$ cat src/rtl/irq_prio_pkg.sv
package irq_prio_pkg;

  localparam int FC_W = 3;

  // Processor cycle types carried on the function code pins
  typedef enum logic [FC_W-1:0] {
    FC_USR_DATA = 3'b001,
    FC_USR_PROG = 3'b010,
    FC_SUP_DATA = 3'b101,
    FC_SUP_PROG = 3'b110,
    FC_INT_ACK  = 3'b111
  } fc_code_e;

endpackage

$ cat src/rtl/irq_prio_encoder.sv
module irq_prio_encoder #(
  parameter int LVL_W = 3,
  localparam int NUM_LVL = (1 << LVL_W) - 1
) (
  input  logic               clk,
  input  logic               rst,
  input  logic [NUM_LVL-1:0] irq_n,
  output logic [LVL_W-1:0]   ipl_n
);

  logic [LVL_W-1:0] top_lvl;

  // Scan upward so the highest active level wins
  always_comb begin
    top_lvl = '0;
    for (int i = 0; i < NUM_LVL; i++) begin
      if (!irq_n[i]) top_lvl = LVL_W'(i + 1);
    end
  end

  // Registered so a request change cannot glitch the code
  always_ff @(posedge clk) begin
    if (rst) ipl_n <= '1;
    else     ipl_n <= ~top_lvl;
  end

endmodule

$ cat src/rtl/iack_cycle_decoder.sv
module iack_cycle_decoder
  import irq_prio_pkg::*;
#(
  parameter int LVL_W   = 3,
  parameter int ADDR_HI = 23
) (
  input  logic [FC_W-1:0]    fc,
  input  logic               as_n,
  input  logic [ADDR_HI:1]   addr,
  output logic               hit,
  output logic [LVL_W-1:0]   lvl
);

  logic upper_ones;
  logic cycle_ack;

  assign lvl        = addr[LVL_W:1];
  assign upper_ones = &addr[ADDR_HI:LVL_W+1];
  assign cycle_ack  = (fc == FC_INT_ACK) && !as_n;
  assign hit        = cycle_ack && upper_ones && (lvl != '0);

endmodule

$ cat src/rtl/irq_vector_bank.sv
module irq_vector_bank #(
  parameter int LVL_W    = 3,
  parameter int VEC_W    = 8,
  parameter int VEC_BASE = 24,
  localparam int DEPTH   = 1 << LVL_W
) (
  input  logic             clk,
  input  logic             rst,
  input  logic             we,
  input  logic [LVL_W-1:0] wsel,
  input  logic [VEC_W-1:0] wdata,
  input  logic             rd_en,
  input  logic [LVL_W-1:0] rd_lvl,
  output logic [VEC_W-1:0] rd_data
);

  // Entry 0 stands for "no level": it is never written and reads zero
  logic [VEC_W-1:0] vec_mem [DEPTH];

  always_ff @(posedge clk) begin
    if (rst) begin
      vec_mem[0] <= '0;
      for (int i = 1; i < DEPTH; i++) vec_mem[i] <= VEC_W'(VEC_BASE + i);
    end else if (we && (wsel != '0)) begin
      vec_mem[wsel] <= wdata;
    end
  end

  // Synchronous read returns the value held before a same-edge write
  always_ff @(posedge clk) begin
    if (rst)        rd_data <= '0;
    else if (rd_en) rd_data <= vec_mem[rd_lvl];
    else            rd_data <= '0;
  end

endmodule

$ cat src/rtl/irq_prio_ctrl.sv
module irq_prio_ctrl
  import irq_prio_pkg::*;
#(
  parameter int LVL_W    = 3,
  parameter int ADDR_HI  = 23,
  parameter int VEC_W    = 8,
  parameter int VEC_BASE = 24,
  localparam int NUM_LVL = (1 << LVL_W) - 1
) (
  input  logic               clk,
  input  logic               rst,
  input  logic [NUM_LVL-1:0] irq_n,
  input  logic [FC_W-1:0]    fc,
  input  logic               as_n,
  input  logic [ADDR_HI:1]   addr,
  input  logic               vec_we,
  input  logic [LVL_W-1:0]   vec_sel,
  input  logic [VEC_W-1:0]   vec_wdata,
  output logic [LVL_W-1:0]   ipl_n,
  output logic [NUM_LVL-1:0] iack_n,
  output logic               dtack_n,
  output logic               vec_oe,
  output logic [VEC_W-1:0]   vec_out
);

  logic             ack_hit;
  logic [LVL_W-1:0] ack_lvl;

  irq_prio_encoder #(.LVL_W(LVL_W)) u_enc (
    .clk   (clk),
    .rst   (rst),
    .irq_n (irq_n),
    .ipl_n (ipl_n)
  );

  iack_cycle_decoder #(.LVL_W(LVL_W), .ADDR_HI(ADDR_HI)) u_dec (
    .fc   (fc),
    .as_n (as_n),
    .addr (addr),
    .hit  (ack_hit),
    .lvl  (ack_lvl)
  );

  irq_vector_bank #(.LVL_W(LVL_W), .VEC_W(VEC_W), .VEC_BASE(VEC_BASE)) u_vec (
    .clk     (clk),
    .rst     (rst),
    .we      (vec_we),
    .wsel    (vec_sel),
    .wdata   (vec_wdata),
    .rd_en   (ack_hit),
    .rd_lvl  (ack_lvl),
    .rd_data (vec_out)
  );

  // One registered acknowledge line per level
  for (genvar g = 0; g < NUM_LVL; g++) begin : g_iack
    always_ff @(posedge clk) begin
      if (rst) iack_n[g] <= 1'b1;
      else     iack_n[g] <= !(ack_hit && (ack_lvl == LVL_W'(g + 1)));
    end
  end

  always_ff @(posedge clk) begin
    if (rst) begin
      dtack_n <= 1'b1;
      vec_oe  <= 1'b0;
    end else begin
      dtack_n <= !ack_hit;
      vec_oe  <= ack_hit;
    end
  end

endmodule

$ cat config.mk
export PLATFORM = sky130hd
export DESIGN_NAME = irq_prio_ctrl
export DESIGN_NICKNAME = d
export VERILOG_FILES = /design/src/rtl/irq_prio_pkg.sv /design/src/rtl/irq_prio_encoder.sv /design/src/rtl/iack_cycle_decoder.sv /design/src/rtl/irq_vector_bank.sv /design/src/rtl/irq_prio_ctrl.sv
export SDC_FILE = /design/constraint.sdc
export NUM_CORES = 1
export LEC_CHECK = 0
export ABC_AREA = 1
export BUFFER_PORTS_ARGS = -buffer_cell sky130_fd_sc_hd__buf_2
export CAP_MARGIN = 40
export CORE_MARGIN = 3
export CORE_UTILIZATION = 54
export DETAILED_ROUTE_END_ITERATION = 7
export HOLD_SLACK_MARGIN = 0.05
export MAX_ROUTING_LAYER = met4
export PLACE_DENSITY = 0.78
export SLEW_MARGIN = 25
export SYNTH_ARGS = -nofsm -noshare
export SYNTH_HDL_FRONTEND = slang
export SYNTH_SLANG_ARGS = --single-unit
$ cat constraint.sdc
create_clock -name clk -period 2.85 [get_ports clk]
set_input_delay 0.285 -clock clk [delete_from_list [all_inputs] [get_ports clk]]
set_output_delay 0.285 -clock clk [all_outputs]
set_load 0.005 [all_outputs]
Word-level counts from Yosys, hierarchy flattened
Memories as Yosys holds them, arrays and structs flattened. A register that Yosys moved wholly into a read port is not among the register bits.
Cells that the tools add are included.
Cells by class
  add/subtract/negate cells: 0
  multipliers: 0
  div/mod/pow operators: 0
  order comparisons: 0
  equality and inequality tests: 8
  shifts and indexed selects: 0
  mux-type cells: 15
  bitwise operators: 2
  reductions and logical operators: 25
Operator list (number)
  $reduce_and 20->1: 1
  $eq 3x3->1 const B: 5
  $mux 3: 5
  $logic_and 1x1->1: 11
  $logic_not 1->1: 9
  $mux 8: 1
  $reduce_or 8->1: 1
  $mux 1: 7
  $eq 3x2->1 const B: 2
  $reduce_bool 3->1: 2
  $mux 2: 2
  $eq 3x1->1 const B: 1
  $not 3->3: 1
  $reduce_or 2->1: 1
  $not 1->1: 1
Storage, ports and cells
  flip-flop bits (word level): 12
  bits in latches: 0
  memory bits (writable): 64
  bits in read-only memories: 0
  bits of input ports: 48
  word-level logic and storage cells: 61
  memories kept: 1
Memory list
  u_vec.vec_mem: depth 8, width 8, read ports 1, clocked after Yosys merged registers in 1, write ports 8, RTL line irq_vector_bank.sv:18  | logic [VEC_W-1:0] vec_mem [DEPTH];

Depth between registers and ports, before layout
Gate-level depths: netlist (run 1).
  word-level depth: 8
  gate-level depth with buffers: 9

Cells and area by module
Synthesis (run 1) repeated with hierarchy kept, for this count alone.
Unflattened totals
  cell total of the unflattened synthesis: 463
  area, all modules: 3923.8 µm²
Modules (own cells, without submodules)
  irq_vector_bank: instances 1, cells an instance 384, area each 3393.3 µm²
  irq_prio_ctrl: instances 1, cells an instance 27, area each 264.0 µm²
  iack_cycle_decoder: instances 1, cells an instance 34, area each 145.1 µm²
  irq_prio_encoder: instances 1, cells an instance 18, area each 121.4 µm²

Worst setup path after synthesis (run 1)
No wires, ideal clock.
  path type: input-to-reg
  start: input port vec_we
  end: memory u_vec.vec_mem[3][0] (enable)
  library setup time: 0.384 ns
  arrival time: 1.363 ns
  required time: 2.466 ns
  slack: 1.103 ns
  cell stages on the path: 5
  buffers on the path: 1
  cell sequence: inv_1 nor2_4 nand2_1 buf_2 o21ai_0
RTL lines
  start, declared: RTL line irq_prio_ctrl.sv:16  | input logic vec_we,
  end, declared: RTL line irq_vector_bank.sv:18

==> load_flow_metrics.sql, run 1 <==
INSERT INTO impl_metrics (metric_group, metric, value, unit) VALUES
('outcome', 'run_status', 'finished clean', ''),
('synthesis', 'synthDistinctLibCells', '25', ''),
('synthesis', 'syn_inst', '391', ''),
('cts', 'worst_skew_pair.late_latency', '350', 'ps'),
('cells_and_area', 'antenna_cells_inserted', '0', ''),
('grt', 'gr-total-overflow', '0', ''),
('synthesis', 'average_cell_area_after_synthesis', '9.51', 'sq um'),
('power', 'power.total', '2.43', 'mW'),
('grt', 'gr-max-usage-layer', 'met2', ''),
('cts', 'numCtsBuffers', '9', ''),
('floorplanning', 'start_util', '57.3', '%'),
('cts', 'number_of_buffers_inserted_by_post_cts_setup_repair', '0', ''),
('critical_path', 'critical_path.max_stage_delay', '320', 'ps'),
('critical_path', 'cp_cell_sequence', 'buf_2 > nor2_4 > nand2_1 > nor2_2 > inv_1 > nand2_1', ''),
('floorplanning', 'die_h', '89.0', 'microns'),
('power', 'power.leakage', '1.93', 'nW'),
('floorplanning', 'std_cell_rows', '29', ''),
('route', 'ant_nets', '0', ''),
('synthesis', 'syn_area', '3720', 'sq um'),
('min_path', 'min_path_type', 'primary input to register', ''),
('grt', 'globalRouteMet1Util', '31.3', '%'),
('critical_path', 'critical_path.startpoint_type', 'primary input', ''),
('cts', 'number_of_levels_in_the_clock_h_tree', '3', ''),
('cells_and_area', 'area_overhead_vs_synth', '15.8', '%'),
('floorplanning', 'design.die.area', '7920', 'sq um'),
('grt', 'first_global_vias', '2609', ''),
('placement', 'placedCellCount', '535', ''),
('synthesis', 'ys_seq_area_share', '62.4', '%'),
('cts', 'cts_root_buffer', 'clkbuf_8', ''),
('critical_path', 'worstPathBufferInverterCount', '2', ''),
('timing', 'max_slew_violation_count', '0', ''),
('route', 'drt-vias-per-instance', '5.14', ''),
('grt', 'globalRouteTotalUtil', '22.6', '%'),
('critical_path', 'crit_slowest_cell', 'nand2_1', ''),
('cts', 'clk_pin_slew', '80', 'ps'),
('cells_and_area', 'final_net_count', '517', ''),
('critical_path', 'endpoint_kind', 'register', ''),
('critical_path', 'critical_path_arrival', '1760', 'ps'),
('timing', 'setup_tns', '0', 'ps'),
('synthesis', 'synth.ff_latch_count', '84', ''),
('cts', 'post_cts.resized_instances', '0', ''),
('critical_path', 'worst_path_dominant_cell_family', 'simple AND/OR/NAND/NOR gates', ''),
('floorplanning', 'core_box_area', '6490', 'sq um'),
('timing', 'setup_viol_count_final', '0', ''),
('grt', 'grt_use_met2', '33.8', '%'),
('critical_path', 'cp_common_cell', 'nand2_1', ''),
('critical_path', 'critical_path_class', 'primary input to register', ''),
('power', 'power-per-cell-area', '565', 'nW/um^2'),
('timing', 'fin_hold_ws', '142', 'ps'),
('route', 'first_iteration_detailed_routing_drc_count', '226', ''),
('critical_path', 'worst-endpoint-required', '2870', 'ps'),
('cts', 'tritoncts', 'done', ''),
('grt', 'global_route.usage.met3', '4.61', '%'),
('cts', 'number_of_sinks_on_the_clock_net', '84', ''),
('timing', 'layout_min_cycle_time', '1740', 'ps'),
('route', 'drt_drc_violations_left', '0', ''),
('cts', 'number_of_buffers_on_the_longest_clock_path', '2', ''),
('floorplanning', 'die_width', '89.0', 'microns'),
('cells_and_area', 'final_layout_size_suffix_gt1_share', '21.1', '%'),
('route', 'route.detailed.wl_per_inst', '14.3', 'microns'),
('placement', 'place.gp.congestion', '0.842', ''),
('timing', 'timing.max_slew.rel_slack', '53.6', '%'),
('route', 'drtPass1Iterations', '5', ''),
('timing', 'tightestPinTransition', '694', 'ps'),
('grt', 'grt_antenna_before_repair', '0', ''),
('floorplanning', 'num_io_pins', '68', ''),
('flow_run', 'maximum_capacitance_violations', '0', ''),
('route', 'routed_wl', '7850', 'microns'),
('cells_and_area', 'finalNonFillerCells', '551', ''),
('timing', 'layout_worst_path_cycle_share', '61.1', '%'),
('timing', 'clock_skew', '3.85', 'ps'),
('timing', 'timing_hold_violations_final', '0', ''),
('cts', 'holdBufCountCts', '0', ''),
('grt', 'grt_first_pass_wirelength', '12700', 'microns'),
('placement', 'numPortBuffers', '67', ''),
('critical_path', 'crit_fanout', '15', ''),
('timing', 'fmaxAchievable', '574', 'MHz'),
('grt', 'grt_max_degree', '21', ''),
('timing', 'grt_setup_unrepaired', 'false', ''),
('route', 'num_vias', '2834', ''),
('synthesis', 'ys.warnings.count', '0', ''),
('power', 'max-vdd-ir-drop', '322', 'uV'),
('placement', 'detailed_place_hpwl', '5900', 'microns');
state kept, by name, indices dropped and copies added, names as in the netlist:
signal	flops
u_enc.ipl_n	3
u_vec.rd_data	8
iack_n	7
vec_oe	1
dtack_n	1
u_vec.vec_mem	64
cell families (layout without fill, tap and decap cells):
| family | Yosys count | after routing | share of synthesized area [%] |
|---|---|---|---|
| flip-flops | 84 | 84 | 62.4 |
| other | 1 | 8 | 0.101 |
| AND/OR/NAND/NOR | 262 | 262 | 31.3 |
| buffers and inverters | 37 | 113 | 5.25 |
| AO/OA/AOI/OAI | 7 | 7 | 0.942 |
per-stage QoR:
stage	utilization, %	instance area (sq um)	setup slack (ps)
detailed placement	63.4	4120	749
floorplan	-	3750	1100
global route	66.3	4310	915
finish	66.3	4310	1110
global placement	63.4	4120	836
CTS	66.3	4310	1120
Yosys cell counts:
cell	n	area, sq um
nand2_1	152	571
edfxtp_1	64	1920
nor2_1	50	188
nand3_1	29	145
inv_1	23	86.3
dfxtp_1	20	400
nand4_1	10	62.6
nor3_1	8	40.0
nor2_4	5	56.3
o21ai_0	5	25.0
buf_6	4	45.0
nor2_8	3	60.1
a21oi_1	2	10.0
buf_2	2	10.0
inv_2	2	7.51
nand2_2	2	12.5
nand2_4	2	22.5
buf_1	1	3.75
buf_8	1	15.0
clkbuf_1	1	3.75
clkinv_1	1	3.75
conb_1	1	3.75
inv_6	1	8.76
inv_8	1	11.3
nor2_2	1	6.26
final timing paths:
check	startpoint	endpoint	slack [ps]	cells after the start
worst max-delay path	rst	u_vec.vec_mem[7][1]	1110	6
worst min-delay path	irq_n[6]	u_enc.ipl_n[0]	140	3
worst max register to register	u_vec.vec_mem[3][0]	u_vec.rd_data[0]	1920	6
worst min register to register	u_vec.vec_mem[4][7]	u_vec.rd_data[7]	570	4
cell type report:
| cell class | instances | area, sq um |
|---|---|---|
| flip-flops and latches | 84 | 2320 |
| fillers | 522 | 2190 |
| multi-input cells | 277 | 1230 |
| repair buffers | 69 | 350 |
| clock buffers | 10 | 128 |
| inverters | 28 | 118 |
| well taps | 77 | 96.3 |
| clock inverters | 6 | 63.8 |
worst register-to-register path, delay by kind of cell, from the launching register on:
kind | cells | cell delay (ps)
simple gates | 6 | 420
flops | 1 | 410
routing by layer:
| metal | share of wire (%) | wire (microns) | vias to the layer above |
|---|---|---|---|
| met5 | 0 | 0 | - |
| met4 | 1.4 | 112 | 0 |
| met3 | 9.7 | 762 | 11 |
| met2 | 46 | 3630 | 158 |
| met1 | 43 | 3350 | 1242 |
| li1 | - | - | 1423 |
cell usage in the layout (no fill, tap or decap), drive strengths merged:
cell | synthesis | layout
nand4 | 10 | 10
buf | 8 | 69
o21ai | 5 | 5
dfxtp | 20 | 20
bufinv | 0 | 1
nor2 | 59 | 59
conb | 1 | 8
edfxtp | 64 | 64
clkbuf | 1 | 10
a21oi | 2 | 2
clkinv | 1 | 4
clkinvlp | 0 | 1
nand3 | 29 | 29
inv | 27 | 28
nand2 | 156 | 156
nor3 | 8 | 8
power breakdown:
part	switching (mW)	internal [mW]	leakage (nW)
sequential	0.0236	1.38	0.789
clock	0.417	0.405	0.0943
combinational	0.141	0.0679	1.05
total	0.582	1.85	1.93
(Power assumes the default switching activity.)
==> run 2, diff against run 1 <==
--- a/config.mk
+++ b/config.mk
@@ -9,11 +9,11 @@
 export BUFFER_PORTS_ARGS = -buffer_cell sky130_fd_sc_hd__buf_2
 export CAP_MARGIN = 40
 export CORE_MARGIN = 3
-export CORE_UTILIZATION = 54
+export CORE_UTILIZATION = 50
 export DETAILED_ROUTE_END_ITERATION = 7
 export HOLD_SLACK_MARGIN = 0.05
 export MAX_ROUTING_LAYER = met4
-export PLACE_DENSITY = 0.78
+export PLACE_DENSITY = 0.76
 export SLEW_MARGIN = 25
 export SYNTH_ARGS = -nofsm -noshare
 export SYNTH_HDL_FRONTEND = slang
==> constraint.sdc (replaced) <==
create_clock -name clk -period 1.39 [get_ports clk]
set_input_delay 0.139 -clock clk [delete_from_list [all_inputs] [get_ports clk]]
set_output_delay 0.139 -clock clk [all_outputs]
set_load 0.005 [all_outputs]
==> run 2 against run 1 <==
Compared with the run above:
- register-to-register slack got worse by 1500 ps
- clock-buffer cell count grew 1
- final area increased by 5.2%
- total power increased by 110%
- via count grew 2.6%
- core utilization fell by 1.8 points
- sequential power up 110%
- global-route usage down 1.7 points
==> load_flow_metrics.sql, run 2 (synthesized netlist as in run 1, its figures left out) <==
INSERT INTO impl_metrics (metric_group, metric, value, unit) VALUES
('placement', 'placedCellCount', '575', ''),
('grt', 'first_global_vias', '2735', ''),
('route', 'drtPass1Iterations', '5', ''),
('placement', 'placed_area', '4310', 'sq um'),
('timing', 'grt_setup_unrepaired', 'false', ''),
('power', 'max-vdd-ir-drop', '595', 'uV'),
('grt', 'gr-max-usage-layer', 'met2', ''),
('cells_and_area', 'final_core_utilization', '64.5', '%'),
('timing', 'fmaxAchievable', '983', 'MHz'),
('timing', 'worst_slack', '373', 'ps'),
('floorplanning', 'core_box_area', '7020', 'sq um'),
('cts', 'worst_skew_pair.late_latency', '340', 'ps'),
('cells_and_area', 'antenna_cells_inserted', '0', ''),
('cts', 'cts_root_buffer', 'clkbuf_8', ''),
('power', 'power.total', '5.12', 'mW'),
('cells_and_area', 'commonest_non_fill_non_tap_cells_in_the_layout', 'nand2_1 (152), buf_2 (67), edfxtp_1 (64)', ''),
('grt', 'grt_antenna_before_repair', '0', ''),
('flow_run', 'maximum_capacitance_violations', '0', ''),
('outcome', 'run_status', 'finished clean', ''),
('cells_and_area', 'largest_register', 'u_vec.vec_mem', ''),
('route', 'drt-vias-per-instance', '4.91', ''),
('timing', 'layout_min_cycle_time', '1020', 'ps'),
('route', 'drt_drc_violations_left', '0', ''),
('placement', 'place.gp.congestion', '0.796', ''),
('placement', 'numPortBuffers', '67', ''),
('cells_and_area', 'final_cell_area', '4530', 'sq um'),
('grt', 'grt_max_degree', '18', ''),
('cts', 'number_of_buffers_on_the_longest_clock_path', '2', ''),
('cells_and_area', 'largest_reg_flops', '64', ''),
('grt', 'grt_use_met2', '33.0', '%'),
('cells_and_area', 'finalNonFillerCells', '592', ''),
('cts', 'clk_pin_slew', '80', 'ps'),
('cells_and_area', 'biggestRegsByFlops', 'u_vec.vec_mem x64, u_vec.rd_data x8, iack_n x7', ''),
('floorplanning', 'num_io_pins', '68', ''),
('cells_and_area', 'fill_cells', '592', ''),
('timing', 'fin_hold_ws', '83.2', 'ps'),
('floorplanning', 'start_util', '53.0', '%'),
('route', 'route.detailed.wl_per_inst', '13.8', 'microns'),
('grt', 'globalRouteTotalUtil', '20.9', '%'),
('cells_and_area', 'layout_commonest_cell', 'nand2_1', ''),
('grt', 'globalRouteMet1Util', '27.1', '%'),
('route', 'routed_wl', '8180', 'microns'),
('critical_path', 'worst-endpoint-required', '1450', 'ps'),
('cts', 'number_of_levels_in_the_clock_h_tree', '3', ''),
('floorplanning', 'die_width', '92.3', 'microns'),
('min_path', 'min_path_type', 'primary input to register', ''),
('cells_and_area', 'area_overhead_vs_synth', '21.8', '%'),
('floorplanning', 'design.die.area', '8510', 'sq um'),
('cells_and_area', 'ff_latch_area', '2320', 'sq um'),
('cells_and_area', 'final_layout_size_suffix_gt1_share', '24.8', '%'),
('placement', 'pre_cts_slack', '10.8', 'ps'),
('timing', 'max_slew_violation_count', '0', ''),
('grt', 'global_route.usage.met3', '4.18', '%'),
('cts', 'number_of_sinks_on_the_clock_net', '84', ''),
('power', 'power.leakage', '2.05', 'nW'),
('cts', 'number_of_buffers_inserted_by_post_cts_setup_repair', '0', ''),
('timing', 'setup_viol_count_final', '0', ''),
('cts', 'numCtsBuffers', '9', ''),
('timing', 'clock_skew', '9.31', 'ps'),
('route', 'num_vias', '2909', ''),
('cells_and_area', 'final_net_count', '539', ''),
('critical_path', 'crit_fanout', '8', ''),
('critical_path', 'critical_path.startpoint_type', 'primary input', ''),
('critical_path', 'endpoint_kind', 'register', ''),
('timing', 'timing_hold_violations_final', '0', ''),
('critical_path', 'critical_path_arrival', '1080', 'ps'),
('cells_and_area', 'multi_input_comb_area', '1230', 'sq um'),
('timing', 'layout_worst_path_cycle_share', '73.2', '%'),
('critical_path', 'critical_path_class', 'primary input to register', ''),
('floorplanning', 'std_cell_rows', '30', ''),
('cts', 'post_cts.resized_instances', '0', ''),
('route', 'ant_nets', '0', ''),
('timing', 'setup_tns', '0', 'ps'),
('placement', 'detailed_place_hpwl', '6100', 'microns'),
('power', 'power-per-cell-area', '1130', 'nW/um^2'),
('route', 'first_iteration_detailed_routing_drc_count', '274', ''),
('floorplanning', 'die_h', '92.3', 'microns'),
('grt', 'gr-total-overflow', '0', ''),
('grt', 'grt_first_pass_wirelength', '13200', 'microns'),
('cts', 'tritoncts', 'done', '');
[run 2: where the power goes]
group,internal (mW),switching (mW)
Combinational,0.177,0.309
Sequential,2.82,0.0458
Clock,0.878,0.886
[run 2: worst max-delay path, cell delays in order]
cell	delay, ps
buf_2	120
nor2_4	150
nand2_1	180
nor2_2	150
inv_1	90
nand2_1	60
buf_4	170
[run 2: metal layers]
metal	vias up	part of all wire, %
li1	1465	-
met1	1310	43
met2	125	48
met3	9	8.6
met4	0	0.95
met5	-	0
[run 2: area by class of cell]
| type | instances | share of cell area (%) |
|---|---|---|
| Tap cell | 96 | 2.65 |
| Multi-Input combinational cell | 277 | 27.1 |
| Sequential cell | 84 | 51.3 |
| Clock buffer | 11 | 3.84 |
| Inverter | 28 | 2.60 |
| Timing Repair Buffer | 91 | 11.7 |
| Clock inverter | 5 | 0.828 |
[run 2: final timing paths]
kind                  startpoint                   to  slack, ps  depth (start not counted)
max                          rst  u_vec.vec_mem[7][4]        370                          7
min                     irq_n[5]       u_enc.ipl_n[0]         80                          4
max reg2reg  u_vec.vec_mem[3][5]     u_vec.rd_data[5]        470                          6
min reg2reg  u_vec.vec_mem[4][5]     u_vec.rd_data[5]        580                          4
[run 2: what timing repair did]
item / 4_1_cts / 5_1_grt
endpoints found under the hold margin: 1 / 0
hold buffers: 1 / 0
setup endpoints to repair: 0 / 0
==> run 3, diff against run 2 <==
--- a/config.mk
+++ b/config.mk
@@ -5,15 +5,15 @@
 export SDC_FILE = /design/constraint.sdc
 export NUM_CORES = 1
 export LEC_CHECK = 0
-export ABC_AREA = 1
+export ABC_AREA = 0
 export BUFFER_PORTS_ARGS = -buffer_cell sky130_fd_sc_hd__buf_2
 export CAP_MARGIN = 40
 export CORE_MARGIN = 3
-export CORE_UTILIZATION = 50
+export CORE_UTILIZATION = 54
 export DETAILED_ROUTE_END_ITERATION = 7
 export HOLD_SLACK_MARGIN = 0.05
 export MAX_ROUTING_LAYER = met4
-export PLACE_DENSITY = 0.76
+export PLACE_DENSITY = 0.78
 export SLEW_MARGIN = 25
 export SYNTH_ARGS = -nofsm -noshare
 export SYNTH_HDL_FRONTEND = slang
==> constraint.sdc (replaced) <==
create_clock -name clk -period 1.03 [get_ports clk]
set_input_delay 0.103 -clock clk [delete_from_list [all_inputs] [get_ports clk]]
set_output_delay 0.103 -clock clk [all_outputs]
set_load 0.005 [all_outputs]
==> run 3 against run 2 <==
Compared with the run above:
- via count is 20% lower
- global-route usage is 1.5 points higher
- critical endpoint is now u_vec.rd_data[6]
- total power is 33% higher
- the flow now finishes with violations (negative setup slack)
- synthesized cell count is 38% lower
- core utilization is 8.0 points higher
- largest power group unchanged
- first-iteration DRC count is 64% lower
- die area is 12% lower
- critical path type is now register to register
==> load_flow_metrics.sql, run 3 <==
INSERT INTO impl_metrics (metric_group, metric, value, unit) VALUES
('cells_and_area', 'final_cell_area', '4420', 'sq um'),
('min_path', 'hp-start', 'rst', ''),
('timing', 'layout_worst_path_cycle_share', '114', '%'),
('cells_and_area', 'commonest_non_fill_non_tap_cells_in_the_layout', 'buf_2 (66), edfxtp_1 (64), and2_1 (30)', ''),
('grt', 'grt_antenna_before_repair', '0', ''),
('cells_and_area', 'area_overhead_vs_synth', '25.7', '%'),
('placement', 'detailed_place_hpwl', '5130', 'microns'),
('synthesis', 'synth.ff_latch_count', '84', ''),
('route', 'drtPass1Iterations', '4', ''),
('synthesis', 'synth-edff-count', '64', ''),
('synthesis', 'synth_largest_type_area_fraction', '54.7', '%'),
('cells_and_area', 'fill_cells', '424', ''),
('critical_path', 'timing.rr.end', 'u_vec.rd_data[6]', ''),
('flow_run', 'maximum_capacitance_violations', '0', ''),
('cells_and_area', 'final_net_count', '389', ''),
('cells_and_area', 'antenna_cells_inserted', '0', ''),
('critical_path', 'worstPathBufferInverterCount', '0', ''),
('cts', 'clk_pin_slew', '80', 'ps'),
('timing', 'clock_skew', '8.76', 'ps'),
('cts', 'numCtsBuffers', '9', ''),
('route', 'routed_wl', '7560', 'microns'),
('synthesis', 'synthDistinctLibCells', '31', ''),
('grt', 'gr-total-overflow', '0', ''),
('synthesis', 'syn_area', '3510', 'sq um'),
('floorplanning', 'die_width', '86.7', 'microns'),
('cts', 'number_of_sinks_on_the_clock_net', '84', ''),
('synthesis', 'predominant_post_synthesis_flop_cell', 'edfxtp_1', ''),
('power', 'power-per-cell-area', '1540', 'nW/um^2'),
('route', 'route.detailed.wl_per_inst', '18.0', 'microns'),
('route', 'num_vias', '2320', ''),
('cells_and_area', 'largest_reg_flops', '64', ''),
('min_path', 'worst_hold_path.endpoint', 'u_enc.ipl_n[0]', ''),
('outcome', 'run_status', 'finished, violations left', ''),
('synthesis', 'ys_seq_area_share', '66.1', '%'),
('grt', 'globalRouteTotalUtil', '22.3', '%'),
('timing', 'layout_min_cycle_time', '1170', 'ps'),
('cts', 'tritoncts', 'done', ''),
('cells_and_area', 'final_core_utilization', '72.5', '%'),
('timing', 'setup_viol_count_final', '9', ''),
('grt', 'first_global_vias', '2335', ''),
('critical_path', 'cp_cell_sequence', 'mux4_2 > nor2_1 > nor3_1', ''),
('min_path', 'min_path_type', 'primary input to register', ''),
('cells_and_area', 'largest_register', 'u_vec.vec_mem', ''),
('floorplanning', 'start_util', '57.7', '%'),
('placement', 'place.gp.congestion', '0.796', ''),
('floorplanning', 'design.die.area', '7510', 'sq um'),
('critical_path', 'worst-endpoint-required', '1270', 'ps'),
('critical_path', 'endpoint_kind', 'register', ''),
('synthesis', 'ys.warnings.count', '0', ''),
('floorplanning', 'num_io_pins', '68', ''),
('power', 'power.leakage', '1.67', 'nW'),
('route', 'drt-vias-per-instance', '5.51', ''),
('critical_path', 'critical_path.startpoint_type', 'register', ''),
('critical_path', 'regToRegStartpoint', 'u_vec.vec_mem[6][6]', ''),
('synthesis', 'average_cell_area_after_synthesis', '14.4', 'sq um'),
('critical_path', 'crit_slowest_cell', 'mux4_2', ''),
('floorplanning', 'core_box_area', '6100', 'sq um'),
('critical_path', 'critical_path_arrival', '1420', 'ps'),
('outcome', 'failing_checks', 'negative setup slack', ''),
('cells_and_area', 'final_layout_size_suffix_gt1_share', '43.4', '%'),
('synthesis', 'syn_inst', '244', ''),
('route', 'drt_drc_violations_left', '0', ''),
('grt', 'grt_max_degree', '19', ''),
('power', 'max-vdd-ir-drop', '1090', 'uV'),
('synthesis', 'synth.top_cells.by_count', 'edfxtp_1 (64), and2_1 (31), nor2_1 (23), or3_1 (23), dfxtp_1 (20)', ''),
('grt', 'grt_first_pass_wirelength', '11700', 'microns'),
('synthesis', 'leading_cell_type_by_number_of_instances_after_synthesis', 'edfxtp_1', ''),
('timing', 'timing_hold_violations_final', '0', ''),
('min_path', 'cell_depth_of_the_worst_min_delay_path', '3', ''),
('placement', 'numPortBuffers', '67', ''),
('timing', 'worst_slack', '-144', 'ps'),
('cts', 'number_of_buffers_on_the_longest_clock_path', '2', ''),
('route', 'ant_nets', '0', ''),
('cts', 'number_of_levels_in_the_clock_h_tree', '3', ''),
('timing', 'max_slew_violation_count', '0', ''),
('cts', 'number_of_buffers_inserted_by_post_cts_setup_repair', '0', ''),
('cells_and_area', 'layout_commonest_cell', 'buf_2', ''),
('critical_path', 'worst_path_dominant_cell_family', 'multiplexers', ''),
('critical_path', 'critical_path_class', 'register to register', ''),
('placement', 'placed_area', '4110', 'sq um'),
('critical_path', 'regToRegSetupSlack', '-140', 'ps'),
('critical_path', 'worst-r2r-cell-count', '3', ''),
('cells_and_area', 'biggestRegsByFlops', 'u_vec.vec_mem x64, u_vec.rd_data x8, iack_n x7', ''),
('critical_path', 'crit_fanout', '1', ''),
('synthesis', 'async_flop_share', '0', '%'),
('critical_path', 'critical_path.max_stage_delay', '480', 'ps'),
('timing', 'grt_setup_unrepaired', 'true', ''),
('floorplanning', 'std_cell_rows', '28', ''),
('timing', 'fmaxAchievable', '852', 'MHz'),
('cts', 'worst_skew_pair.late_latency', '350', 'ps'),
('synthesis', 'synth_top_area_cell', 'edfxtp_1', ''),
('critical_path', 'critical_path_cell_count', '3', ''),
('cts', 'cts_root_buffer', 'clkbuf_8', ''),
('power', 'power.total', '6.80', 'mW'),
('route', 'first_iteration_detailed_routing_drc_count', '99', ''),
('placement', 'pre_cts_slack', '-405', 'ps'),
('floorplanning', 'die_h', '86.7', 'microns'),
('synthesis', 'netlist_top_cells_area', 'edfxtp_1 (55%), dfxtp_1 (11%), mux4_2 (9.6%), and2_1 (5.5%), or3_1 (4.1%)', '');
run 3: changes by cell type after synthesis, sizes merged, moves of 23 or more:
| cell | change |
|---|---|
| and2 | +31 |
| inv | -24 |
| nand2 | -153 |
| nand3 | -26 |
| nor2 | -36 |
| or3 | +23 |
run 3: worst reg2reg max path, cell delays in order, from the launching register on:
cell and delay, ps:
edfxtp_1 410, mux4_2 480, nor2_1 130, nor3_1 50
run 3: worst max-delay path by stage:
stage / startpoint / to / slack, ps
after floorplan: as_n / iack_n[3] / -240
after global placement: rst / u_vec.vec_mem[6][4] / -360
after detailed placement: rst / iack_n[3] / -400
after CTS: u_vec.vec_mem[4][3] / u_vec.rd_data[3] / -130
after global routing: u_vec.vec_mem[6][1] / u_vec.rd_data[1] / -170
final: u_vec.vec_mem[6][6] / u_vec.rd_data[6] / -140
run 3: cells by family (layout without fill, tap and decap cells):
family / after synthesis / in the layout / synth area share (%)
and+or+nand+nor: 121 / 122 / 19.9
other: 1 / 8 / 0.107
muxes: 16 / 16 / 10.4
buffers and inverters: 17 / 111 / 2.49
AOI/OAI and AO/OA: 5 / 5 / 1.10
DFF: 84 / 84 / 66.1
run 3: area by class of cell:
cell class	instances	area, sq um	area share (%)
tap	75	93.8	2.12
multi-input combinational	151	1230	27.9
inverter	3	13.8	0.311
timing repair buffer	92	552	12.5
sequential	84	2320	52.5
clock inverter	4	26.3	0.595
clock buffer	12	176	3.99
run 3: where the power goes:
part           leakage, nW  internal (mW)  switching [mW]
Clock                0.109           1.16            1.15
Combinational        0.772          0.308           0.318
Sequential           0.789           3.81          0.0472
Total                 1.67           5.28            1.52
run 3: stage by stage:
step	hold WS [ps]	cells	setup TNS [ps]
2_1_floorplan	213	251	-11020
4_1_cts	98.2	421	-910
6_report	88.3	421	-904
3_5_place_dp	341	400	-33490
3_3_place_gp	336	400	-30550
5_1_grt	77.8	421	-1230
run 3: repair_timing:
item                       in CTS  in global routing
setup endpoints to repair      17                 25
hold endpoints to repair        3                  0
resized for setup               8                 10
gates cloned                    1                  0
pin swaps                       5                  8
hold buffers                    4                  0
run 3: routing by layer:
metal  part of all wire [%]  vias up  track usage, %
met5                      0        -               -
li1                       -     1099               -
met3                    8.2        9            5.80
met2                     52       94            38.7
met1                     38     1118            25.0
met4                    1.3        0            7.93
